--- src/rtl/memctl_regfile_pkg.sv ---
package memctl_regfile_pkg;
  localparam int REG_SPAN_LOG2 = 5;
  localparam int MODE_W = 4;
  localparam int CCTL_W = 6;
  localparam int SEL_W = 4;
  localparam int REF_W = 23;
  localparam int LAT_W = 4;
  localparam int ERR_W = 3;
  localparam int BANK_W = 16;
  localparam logic [LAT_W-1:0] LAT_RESET = 4'hF;
  localparam logic [SEL_W-1:0] RX_ON = 4'd4;
  localparam logic [SEL_W-1:0] TX_ON = 4'd1;
  localparam int ERR_NACK = 0;
  localparam int ERR_ACK = 1;
  localparam int ERR_RANGE = 2;

  typedef enum logic [2:0] {
    IDX_MODE = 3'd0, IDX_CONFIG = 3'd1, IDX_LOAD = 3'd2, IDX_SELECT = 3'd3,
    IDX_REFRESH = 3'd4, IDX_LATENCY = 3'd5, IDX_ERROR = 3'd6, IDX_BANK = 3'd7
  } regIdx_t;

  typedef struct packed {
    logic wrMode;
    logic wrConfig;
    logic wrLoad;
    logic wrSelect;
    logic wrRefresh;
    logic wrLatency;
    logic wrErrClr;
    logic wrBank;
    logic rdEn;
    regIdx_t rdIdx;
  } regStrobes_t;
endpackage

--- src/rtl/memctl_regfile_ctrl.sv ---
module memctl_regfile_ctrl
  import memctl_regfile_pkg::*;
#(
  parameter int ADDR_W = 5
) (
  input  logic              busValid,
  input  logic              busWrite,
  input  logic [ADDR_W-1:0] busAddr,
  output regStrobes_t       strobes
);
  logic    inRange;
  logic    doWrite;
  regIdx_t idx;

  assign inRange = (busAddr >> REG_SPAN_LOG2) == '0;
  assign idx = regIdx_t'(busAddr[REG_SPAN_LOG2-1:2]);
  assign doWrite = busValid && busWrite && inRange;

  always_comb begin
    strobes = '0;
    strobes.rdIdx = idx;
    strobes.rdEn = busValid && !busWrite && inRange;
    if (doWrite) begin
      case (idx)
        IDX_MODE:    strobes.wrMode = 1'b1;
        IDX_CONFIG:  strobes.wrConfig = 1'b1;
        IDX_LOAD:    strobes.wrLoad = 1'b1;
        IDX_SELECT:  strobes.wrSelect = 1'b1;
        IDX_REFRESH: strobes.wrRefresh = 1'b1;
        IDX_LATENCY: strobes.wrLatency = 1'b1;
        IDX_ERROR:   strobes.wrErrClr = 1'b1;
        default:     strobes.wrBank = 1'b1;
      endcase
    end
  end
endmodule

--- src/rtl/memctl_regfile_dp.sv ---
module memctl_regfile_dp
  import memctl_regfile_pkg::*;
#(
  parameter int DATA_W = 32,
  parameter int EVT_ADDR_W = 24,
  parameter int SMALL_LIMIT_LOG2 = 22,
  parameter int BIG_LIMIT_LOG2 = 23
) (
  input  logic                  clk,
  input  logic                  rstN,
  input  regStrobes_t           strobes,
  input  logic [DATA_W-1:0]     busWdata,
  output logic [DATA_W-1:0]     busRdata,
  input  logic                  evtValid,
  input  logic                  evtIsMem,
  input  logic                  nackMiss,
  input  logic                  ackMiss,
  input  logic [EVT_ADDR_W-1:0] evtAddr,
  input  logic                  bigMem,
  output logic [MODE_W-1:0]     modeOut,
  output logic [CCTL_W-1:0]     curCtlValue,
  output logic                  curCtlAuto,
  output logic                  curLoadPulse,
  output logic [SEL_W-1:0]      rxSel,
  output logic [SEL_W-1:0]      txSel,
  output logic [REF_W-1:0]      refreshCfg,
  output logic [LAT_W-1:0]      dmaLatency,
  output logic [ERR_W-1:0]      errFlags,
  output logic [BANK_W-1:0]     bankStatus
);
  localparam logic [EVT_ADDR_W:0] SMALL_LIMIT = (EVT_ADDR_W+1)'(1) << SMALL_LIMIT_LOG2;
  localparam logic [EVT_ADDR_W:0] BIG_LIMIT = (EVT_ADDR_W+1)'(1) << BIG_LIMIT_LOG2;

  logic [MODE_W-1:0] modeQ;
  logic [CCTL_W:0]   cfgQ;
  logic [SEL_W-1:0]  rxQ, txQ;
  logic [REF_W-1:0]  refQ;
  logic [LAT_W-1:0]  latQ;
  logic [BANK_W-1:0] bankQ;
  logic              loadQ;
  logic [ERR_W-1:0]  errQ, errSet;
  logic [SEL_W-1:0]  rxNew, txNew;
  logic              overRange;

  assign rxNew = busWdata[SEL_W-1:0];
  assign txNew = busWdata[2*SEL_W-1:SEL_W];
  assign overRange = {1'b0, evtAddr} >= (bigMem ? BIG_LIMIT : SMALL_LIMIT);

  assign errSet[ERR_NACK]  = evtValid && evtIsMem && nackMiss;
  assign errSet[ERR_ACK]   = evtValid && evtIsMem && ackMiss;
  assign errSet[ERR_RANGE] = evtValid && overRange;

  always_ff @(posedge clk or negedge rstN) begin
    if (!rstN) begin
      modeQ <= '0;
      cfgQ  <= '0;
      rxQ   <= '0;
      txQ   <= '0;
      refQ  <= '0;
      latQ  <= LAT_RESET;
      bankQ <= '0;
      loadQ <= 1'b0;
    end else begin
      loadQ <= strobes.wrLoad;
      if (strobes.wrMode)    modeQ <= busWdata[MODE_W-1:0];
      if (strobes.wrConfig)  cfgQ  <= busWdata[CCTL_W:0];
      if (strobes.wrRefresh) refQ  <= busWdata[REF_W-1:0];
      if (strobes.wrLatency) latQ  <= busWdata[LAT_W-1:0];
      if (strobes.wrBank)    bankQ <= busWdata[BANK_W-1:0];
      if (strobes.wrSelect && (rxNew == '0 || rxNew == RX_ON)) rxQ <= rxNew;
      if (strobes.wrSelect && (txNew == '0 || txNew == TX_ON)) txQ <= txNew;
    end
  end

  for (genvar i = 0; i < ERR_W; i++) begin : g_err
    always_ff @(posedge clk or negedge rstN) begin
      if (!rstN) errQ[i] <= 1'b0;
      else       errQ[i] <= (errQ[i] && !strobes.wrErrClr) || errSet[i];
    end
  end

  always_comb begin
    busRdata = '0;
    if (strobes.rdEn) begin
      case (strobes.rdIdx)
        IDX_MODE:    busRdata = DATA_W'(modeQ);
        IDX_CONFIG:  busRdata = DATA_W'(cfgQ);
        IDX_SELECT:  busRdata = DATA_W'({txQ, rxQ});
        IDX_REFRESH: busRdata = DATA_W'(refQ);
        IDX_LATENCY: busRdata = DATA_W'(latQ);
        IDX_ERROR:   busRdata = DATA_W'(errQ);
        IDX_BANK:    busRdata = DATA_W'(bankQ);
        default:     busRdata = '0;
      endcase
    end
  end

  assign modeOut      = modeQ;
  assign curCtlValue  = cfgQ[CCTL_W-1:0];
  assign curCtlAuto   = cfgQ[CCTL_W];
  assign curLoadPulse = loadQ;
  assign rxSel        = rxQ;
  assign txSel        = txQ;
  assign refreshCfg   = refQ;
  assign dmaLatency   = latQ;
  assign errFlags     = errQ;
  assign bankStatus   = bankQ;
endmodule

--- src/rtl/memctl_regfile.sv ---
module memctl_regfile
  import memctl_regfile_pkg::*;
#(
  parameter int ADDR_W = 5,
  parameter int DATA_W = 32,
  parameter int EVT_ADDR_W = 24,
  parameter int SMALL_LIMIT_LOG2 = 22,
  parameter int BIG_LIMIT_LOG2 = 23
) (
  input  logic                  clk,
  input  logic                  rstN,
  input  logic                  busValid,
  input  logic                  busWrite,
  input  logic [ADDR_W-1:0]     busAddr,
  input  logic [DATA_W-1:0]     busWdata,
  output logic [DATA_W-1:0]     busRdata,
  input  logic                  evtValid,
  input  logic                  evtIsMem,
  input  logic                  nackMiss,
  input  logic                  ackMiss,
  input  logic [EVT_ADDR_W-1:0] evtAddr,
  input  logic                  bigMem,
  output logic [3:0]            modeOut,
  output logic [5:0]            curCtlValue,
  output logic                  curCtlAuto,
  output logic                  curLoadPulse,
  output logic [3:0]            rxSel,
  output logic [3:0]            txSel,
  output logic [22:0]           refreshCfg,
  output logic [3:0]            dmaLatency,
  output logic [2:0]            errFlags,
  output logic [15:0]           bankStatus
);
  regStrobes_t strobes;

  memctl_regfile_ctrl #(.ADDR_W(ADDR_W)) u_ctrl (
    .busValid(busValid), .busWrite(busWrite), .busAddr(busAddr), .strobes(strobes)
  );

  memctl_regfile_dp #(
    .DATA_W(DATA_W), .EVT_ADDR_W(EVT_ADDR_W),
    .SMALL_LIMIT_LOG2(SMALL_LIMIT_LOG2), .BIG_LIMIT_LOG2(BIG_LIMIT_LOG2)
  ) u_dp (
    .clk(clk), .rstN(rstN), .strobes(strobes), .busWdata(busWdata), .busRdata(busRdata),
    .evtValid(evtValid), .evtIsMem(evtIsMem), .nackMiss(nackMiss), .ackMiss(ackMiss),
    .evtAddr(evtAddr), .bigMem(bigMem), .modeOut(modeOut), .curCtlValue(curCtlValue),
    .curCtlAuto(curCtlAuto), .curLoadPulse(curLoadPulse), .rxSel(rxSel), .txSel(txSel),
    .refreshCfg(refreshCfg), .dmaLatency(dmaLatency), .errFlags(errFlags),
    .bankStatus(bankStatus)
  );
endmodule

--- config.mk ---
export PLATFORM = sky130hd
export DESIGN_NAME = memctl_regfile
export DESIGN_NICKNAME = d
export VERILOG_FILES = /design/src/rtl/memctl_regfile_pkg.sv /design/src/rtl/memctl_regfile_ctrl.sv /design/src/rtl/memctl_regfile_dp.sv /design/src/rtl/memctl_regfile.sv
export SDC_FILE = /design/constraint.sdc
export NUM_CORES = 1
export LEC_CHECK = 0
export ABC_AREA = 1
export CELL_PAD_IN_SITES_DETAIL_PLACEMENT = 0
export CELL_PAD_IN_SITES_GLOBAL_PLACEMENT = 1
export CORE_MARGIN = 2
export CORE_UTILIZATION = 31
export CTS_CLUSTER_SIZE = 12
export DETAILED_ROUTE_END_ITERATION = 7
export PLACE_DENSITY_LB_ADDON = 0.1
export SYNTH_ARGS = -nofsm -noshare
export SYNTH_HDL_FRONTEND = slang
export SYNTH_SLANG_ARGS = --single-unit
--- constraint.sdc ---
create_clock -name clk -period 3 [get_ports clk]
set_input_delay 0.3 -clock clk [delete_from_list [all_inputs] [get_ports clk]]
set_output_delay 0.3 -clock clk [all_outputs]
set_load 0.05 [all_outputs]
# Word-level counts from Yosys, hierarchy flattened
# Cells that the tools add are included.
[totals]
rom_bits = 0
latch_bits = 0
output_inout_bits = 98
register_bits = 66
wordCells = 55
ramBits = 0
inputBits = 70
n_memories = 0
[op_classes]
mul = 0
eq_ne = 9
n_reduce_logical = 22
muxes = 12
div_mod_pow = 0
shifts = 0
n_addsub = 0
n_lt_le_gt_ge = 1
n_bitwise = 0
[op_table]
columns = ["operator", "count"]
rows = [
  ["23-bit one-hot mux with 7 select lines", 1],
  ["32-bit two-way mux", 1],
  ["24-bit by 25-bit greater-or-equal comparator with 1-bit output", 1],
  ["24-bit two-way mux", 1],
  ["3-bit == test (second input constant)", 4],
  ["1-bit logical AND", 11],
  ["4-bit zero test", 2],
  ["1-bit two-way mux", 8],
  ["8-bit two-way mux", 1],
  ["7-bit OR reduction", 1],
  ["3-bit by 2-bit == test with 1-bit output (second input constant)", 2],
  ["1-bit logical OR", 5],
  ["4-bit by 1-bit == test with 1-bit output (second input constant)", 1],
  ["4-bit by 3-bit == test with 1-bit output (second input constant)", 1],
  ["3-bit by 1-bit == test with 1-bit output (second input constant)", 1],
  ["3-bit zero test", 1],
  ["1-bit zero test", 2],
]

# Logic depth before layout (Yosys ltp)
# Gate-level depths: netlist (run 1).
[depth]
word_depth = 7
ltp_mapped = 10
depth_no_buf = 10

# Hierarchy
# A second synthesis (run 1) with hierarchy kept.
[hier_totals]
cells_unflattened = 389
area_unflattened_um2 = 3290.7
[by_module_without_submodules]
columns = ["module", "seq_area_each_um2", "cells_per_inst", "instances", "area_per_inst_um2"]
rows = [
  ["memctl_regfile_dp", 1656.6, 367, 1, 3194.3],
  ["memctl_regfile_ctrl", 0.0, 22, 1, 96.3],
]

# Worst setup path before layout (run 1)
# OpenSTA, ideal clock, no wires.
[synth_path]
path_type = "input to output"
start = "input port busAddr[3]"
end = "output port busRdata[13]"
path_slack_ns = 0.921
stages = 7
t_required_ns = 2.700
arrival_time_ns = 1.779
n_path_buf = 2
cell_sequence = "buf_4 nor2_4 nand2_4 inv_4 buf_2 nand2_1 a21oi_1"
[synth_between]
elab_chain_len = 3
elab_cells_between_ends = 9
cone_classes = "eq/ne (6); mux (2); reduce/logical (1)"
[synth_lines]
columns = ["item", "line_no", "source"]
rows = [
  ["start: declaration", "memctl_regfile.sv:14", "input logic [ADDR_W-1:0] busAddr,"],
  ["3-bit == test, or another cell as far along", "memctl_regfile_dp.sv:85", "case (strobes.rdIdx)"],
  ["23-bit one-hot mux with 7 select lines (*)", "memctl_regfile_dp.sv:85", ""],
  ["32-bit two-way mux (*)", "memctl_regfile_dp.sv:84", "if (strobes.rdEn) begin"],
  ["end: declaration", "memctl_regfile.sv:16", "output logic [DATA_W-1:0] busRdata,"],
]
# Every way passes the cells marked *; elsewhere a longest branch is shown, timed or not.

# Final worst setup path (run 1)
[layout_path]
start = "input port busAddr[3]"
end = "output port busRdata[1]"
# The elaborated chain is that of the path after synthesis.

==> impl_results.md, run 1 <==
- Post-synth EDFFs: 0
- Period utilization: 82.5%
- Ports: 168
- Compound-gate portion of the synthesized area: 11.9%
- Die width: ~110 µm
- Starting density of the core: 31.8%
- Place WS: 0.504 ns
- Max VDD drop: approximately 0.00031 V
- #FFs+latches synth: 66
- Vias in the first global route: between 3000 and 4000
- Yosys warnings: 0
- Final hold violation count: 0
- DIE HEIGHT: 110 µm
- Static leakage: 2.40 nW
- P&R area growth vs syn: 54.7%
- Min-delay worst type: primary input to asynchronous set/reset pin
- Total placed instance area: between 5000 and 6000 µm²
- CTS buffer count: 9
- DR pass1 iterations: 8
- Largest family of logic cells by synthesized area: simple AND/OR/NAND/NOR gates
- Sequential-to-total area share from yosys stat: between 40% and 50%
- Post-synth ARST share: 100%
- Logic pwr share: 42.0%
- Startpoint types: primary input
- Post-Synth Adder-Cell Area: 0.725%
- Vias: 3209
- Die area: between 10000 and 15000 µm²
- CP endpoint kind: output port
- DRT iter0 DRCs: 151
- Placer's final routability congestion estimate: between 0.7 and 0.8
- Power density cells: 670 nW/µm²
- Most common cell after layout, fill and taps aside: clkdlybuf4s50_1
- First-pass GRT wire length: 16.2 mm
- DRC Markers: 0
- Primary FF master, synth: dfrtp_1
- Remaining global-route overflow: 0
- Worst-margin pin slew: roughly 0.8 ns
- Final Hold Slack: 0.0227 ns
- Library cells used by synthesis: 33
- Internal: between 0.002 and 0.0025 W
- Rows: 38
- Post-CTS Setup Inserts: 0
- Routed len/inst: about 14 µm
- Most frequent cells in the layout: clkdlybuf4s50_1, nand2_1, dfrtp_1
- Clock Skew: 0 ns
- Via-per-instance ratio: roughly 4.5
- Min Tclk post-route: between 2 and 2.5 ns
- Achievable Freq: 404 MHz
- Max H-tree Level: 3
- Root Buffer: clkbuf_8
- # diodes: 0
- Sequential fraction of design power: 34.2%
- Switching pwr: 0.00150 W
- Longest Clk Path Bufs: 2
- Total GRT Usage: a little under a fifth
- Crit path DAT: 2.17 ns
- Outcome: finished clean
- Post-synthesis mux area share: 0%
- Critical path peak fanout: 6
- Clk_lat worst skew: 0.34 ns
- TritonCTS clock tree: built
- Largest net degree at the start of global routing: 40
- Core Region: approximately 11000 µm²
- Port bufs: 147
- Normalized max-slew margin: 46.7%
- Worst Slack Setup Final: 0.525 ns
- Syn_area_per_cell: 8.18 µm²
- Synth Instances: 422
- Synth Area in Simple Gates: 28.2%
- Worst EP required: between 2 and 3 ns
- Clk sinks: 66
- Layout cells sized above 1: 15.1%
- Design Area, Final: 5340 µm²
- Max-cap viol count: 0
- RSZ-0062 raised after global routing: false
- Crit path kind: primary input to output port
- Switching Share: 42.0%
- Final Setup Violations: 0
- Netlist Area Pre-Place: 3450 µm²
- Hold-fix buffers, CTS: 0
- Initial antenna violation count: 0
- Clock share of power: between 20% and 30%
- Final HPWL DP: 7.87 mm
- Post-CTS sizing: 0
- Layout fillers: 1098
- Final Slew Violations: 0
- Number of antenna-violating nets in the routed design: 0
- Setup TNS: 0 ns
- NumNets Final: 643
- XOR/XNOR Fraction of Synth Area: 0%
- Final wirelength: a little over 10 mm
- Clk slew on worst S/H paths: 0.08 ns
## sequential cells by signal, indices dropped and copies added, names as in the netlist
name,cells
u_dp.rxSel,4
u_dp.txSel,4
u_dp.dmaLatency,4
u_dp.errFlags,3
u_dp.cfgQ,7
u_dp.modeOut,4
u_dp.curLoadPulse,1
u_dp.bankStatus,16
u_dp.refreshCfg,23
## path summary, 6_finish.rpt
kind | slack [ns] | end | depth (start not counted) | from
worst min register to register | 0.51 | u_dp.refreshCfg[22] | 2 | u_dp.refreshCfg[22]
worst max register to register | 2.17 | u_dp.dmaLatency[2] | 2 | u_dp.dmaLatency[2]
worst max-delay path | 0.53 | busRdata[1] | 10 | busAddr[3]
min in group clk | 0.50 | u_dp.bankStatus[10] | 3 | busWdata[10]
max in group asynchronous | 2.17 | u_dp.dmaLatency[0] | 2 | rstN
worst min-delay path | 0.02 | u_dp.cfgQ[4] | 1 | rstN
## power groups by stage
| stage | combinational [W] | clock, W | sequential [W] |
|---|---|---|---|
| floorplan | 0.000324 | 0 | 0.00185 |
| global placement | 0.00150 | 0 | 0.00124 |
| detailed placement | 0.00151 | 0 | 0.00124 |
| CTS | 0.00152 | 0.000873 | 0.00123 |
| global route | 0.00160 | 0.000912 | 0.00125 |
| finish | 0.00150 | 0.000849 | 0.00122 |
## layer usage
metal  track usage (%)  vias to the layer above  wire length, µm  part of all wire, %
met5                 0                        -                0                    0
met4              6.33                        0              136                  1.3
met3              4.80                       11              728                  7.1
met2              30.1                      107             5110                   50
met1              22.4                     1469             4340                   42
li1                  -                     1622                -                    -
## cells in the mapped netlist, types with 5 or more instances
| library cell | n | area share, % |
|---|---|---|
| a21oi_1 | 19 | 2.8 |
| a21oi_2 | 8 | 2.0 |
| buf_4 | 12 | 2.6 |
| buf_6 | 5 | 1.6 |
| dfrtp_1 | 62 | 45 |
| inv_1 | 43 | 4.7 |
| nand2_1 | 105 | 11 |
| nand2_2 | 8 | 1.5 |
| nand3_1 | 17 | 2.5 |
| nand4_1 | 7 | 1.3 |
| nor2_1 | 57 | 6.2 |
| o21ai_0 | 37 | 5.4 |
| o21ai_1 | 5 | 0.73 |
## metrics by stage
| step | util [%] | std cells | power, W |
|---|---|---|---|
| 6_report | 49.2 | 716 | 0.00358 |
| 5_1_grt | 49.2 | 716 | 0.00376 |
| 4_1_cts | 49.2 | 716 | 0.00362 |
| 3_5_place_dp | 47.1 | 700 | 0.00276 |
| 3_3_place_gp | 47.1 | 700 | 0.00274 |
| 2_1_floorplan | - | 430 | 0.00217 |
## final cells by class
class                           instances  area, µm²  share of cell area (%)
Clock inverter                          6       90.1                    1.69
Multi-Input combinational cell        293       1440                    27.0
Timing Repair Buffer                  153       1650                    31.0
Sequential cell                        66       1660                    31.0
Tap cell                              140        175                    3.28
Clock buffer                           10        138                    2.58
Inverter                               48        183                    3.42
## worst max-delay path, cell delays in order
cell and delay (ns):
clkdlybuf4s50_1 0.60, buf_4 0.27, inv_2 0.13, nand3_2 0.11, inv_2 0.15, nand2_1 0.08, nand2_1 0.07, nor2_1 0.04
a21oi_1 0.22, buf_12 0.18
## cell families (layout without fill, tap and decap cells)
kind of cell	Yosys count	in the layout
compound gates	73	73
fa+ha+maj	2	2
flops	66	66
buf+inv	71	217
other cells	1	9
simple gates	209	209
Note: power is estimated with default switching activity, not from simulation.
==> inputs of run 2 (changes only) <==
- CORE_UTILIZATION: 31 -> 29
- clock period: 3 -> 2.35 ns (I/O delays scaled with it)
==> run 2 against run 1 <==
Net effect: the flow now finishes with violations (design-rule violations); die area rose by 6.6%; sequential power rose by 28%; global-route usage fell by 1.4 points; utilization fell by 0.60 points; count of clock-buffer cells in the layout did not move; critical path depth did not move; hold slack improved by 0.43 ns; critical path type unchanged; critical endpoint is now busRdata[0]; largest power group unchanged; highest routed layer unchanged.
==> impl_results.md, run 2 (synthesized netlist as in run 1, its figures left out) <==
- P&R area growth vs syn: 62.3%
- Final Slew Violations: 0 (unchanged)
- RSZ-0062 raised after global routing: false
- Outcome: finished, violations left
- Setup TNS: 0 ns (unchanged)
- Starting density of the core: 30.0% (-1.9 points)
- Final wirelength: 10.5 mm (+1.9%)
- Min-delay worst type: primary input to asynchronous set/reset pin
- Min Tclk post-route: 2.16 ns
- CP endpoint kind: output port
- Final hold violation count: 0 (unchanged)
- Max H-tree Level: 3 (unchanged)
- Vias: 3203 (-0.19%)
- Final Setup Violations: 0 (unchanged)
- CP Cell Sequence: clkdlybuf4s50_1, buf_12, nor2_4, nand2_4, inv_4, nand2_1, nand2_1, nor2_1, a21oi_1, buf_12
- Port bufs: 147 (unchanged)
- Clk_lat worst skew: 0.32 ns (-0.02 ns)
- Most frequent cells in the layout: clkdlybuf4s50_1, nand2_1, dfrtp_1
- Clk slew on worst S/H paths: 0.06 ns (-0.02 ns)
- Crit path DAT: 1.93 ns (-0.24 ns)
- Normalized max-slew margin: 56.4% (+9.7 points)
- Number of antenna-violating nets in the routed design: 0 (unchanged)
- NumNets Final: 646 (+0.47%)
- Rows: 39 (+2.6%)
- Critical path peak fanout: 17 (+11)
- CTS buffer count: 9 (unchanged)
- CP peak stage delay: 0.44 ns (-0.16 ns)
- Final HPWL DP: 7.88 mm (+0.12%)
- Most common cell after layout, fill and taps aside: clkdlybuf4s50_1
- Final Core Density: 48.6% (-0.60 points)
- Max-cap viol count: 0 (unchanged)
- Die width: 113 µm (+3.3%)
- Largest net degree at the start of global routing: 67 (+68%)
- Initial antenna violation count: 0 (unchanged)
- Achievable Freq: 463 MHz
- Core Region: 11500 µm² (+6.2%)
- Violated checks: design-rule violations
- First-pass GRT wire length: 16.7 mm (+3.1%)
- # diodes: 0 (unchanged)
- Placer's final routability congestion estimate: 0.751 (-4.6%)
- Top Family by Delay on Critical Path: buffers and inverters
- Clock Skew: 0 ns (unchanged)
- DRC Markers: 8 (+8)
- Routed len/inst: 14.6 µm (+1.1%)
- Worst Slack Setup Final: 0.188 ns (-0.337 ns)
- Static leakage: 2.51 nW (+4.4%)
- Crit-path slowest cell: clkdlybuf4s50_1
- Place WS: 0.0516 ns (-0.452 ns)
- Layout cells sized above 1: 15.7% (+0.61 points)
- Longest Clk Path Bufs: 2 (unchanged)
- DR pass1 iterations: 6 (-2)
- Total GRT Usage: 16.6% (-1.4 points)
- Crit path buf inv count: 4 (-1)
- Period utilization: between 90% and 100%
- Clk sinks: 66 (unchanged)
- Worst-margin pin slew: 0.653 ns (-0.147 ns)
- Vias in the first global route: 3124 (-2.2%)
- Crit path kind: primary input to output port
- Power density cells: 889 nW/µm² (+33%)
- Ports: 168 (unchanged)
- DIE HEIGHT: 113 µm (+3.3%)
- Remaining global-route overflow: 0 (unchanged)
- Startpoint types: primary input
- Largest register FFs: 23 (unchanged)
- TritonCTS clock tree: built
- Via-per-instance ratio: 4.44 (-1.0%)
- Max VDD drop: 0.000365 V (+20%)
- Die area: 12800 µm² (+6.6%)
- Root Buffer: clkbuf_16
- Worst EP required: 2.12 ns (-0.58 ns)
- DRT iter0 DRCs: 138 (-8.6%)
==> run 2: per-stage QoR <==
step	total power, W	std cells	cell area [µm²]	hold slack (ns)
final	0.00498	722	5600	0.451
after global routing	0.00521	722	5600	0.469
after CTS	0.00503	722	5590	0.458
after detailed placement	0.00354	705	5250	0.286
after global placement	0.00352	705	5250	0.284
after floorplan	0.00277	430	3480	-0.0606
==> run 2: worst paths after layout <==
path / slack, ns / depth (start not counted) / endpoint / startpoint
setup / recovery: 0.19 / 10 / busRdata[0] / busAddr[3]
hold / removal: 0.45 / 3 / u_dp.txSel[2] / rstN
setup reg to reg: 1.54 / 2 / u_dp.dmaLatency[2] / u_dp.dmaLatency[2]
hold reg to reg: 0.51 / 2 / u_dp.refreshCfg[20] / u_dp.refreshCfg[20]
max in group asynchronous: 1.56 / 3 / u_dp.dmaLatency[3] / rstN
min in group clk: 0.46 / 3 / u_dp.refreshCfg[16] / busWdata[16]
==> run 2: routing by layer <==
layer  part of all wire (%)  track usage, %  vias up  wire (µm)
met5                      0               0        -          0
met4                   0.87            4.15        0         91
met3                    7.5            4.66        7        791
met1                     43            21.7     1457       4520
met2                     49            27.4      115       5100
li1                       -               -     1624          -
==> run 2: tightest hold or removal path: cells and delay by family <==
family | cells | cell delay, ns
buf+inv | 3 | 0.95
==> run 2: layout make-up <==
class	count	area (µm²)
multi-input cells	293	1440
repair buffers	156	1810
flip-flops and latches	66	1660
well taps	143	179
clock buffers	10	239
inverters	48	186
fillers	1133	5910
clock inverters	6	90.1
==> run 2: timing repair <==
action,4_1_cts,5_1_grt
buffers inserted,0,0
setup endpoints to repair,0,5
hold endpoints to repair,62,0
resized for setup,0,4
hold buffers,1,0
==> run 2: where the power goes <==
group	internal (W)	total, W	switching [W]
sequential	0.00138	0.00156	0.000187
combinational	0.000657	0.00194	0.00128
clock	0.000959	0.00148	0.000519
total	0.00299	0.00498	0.00199
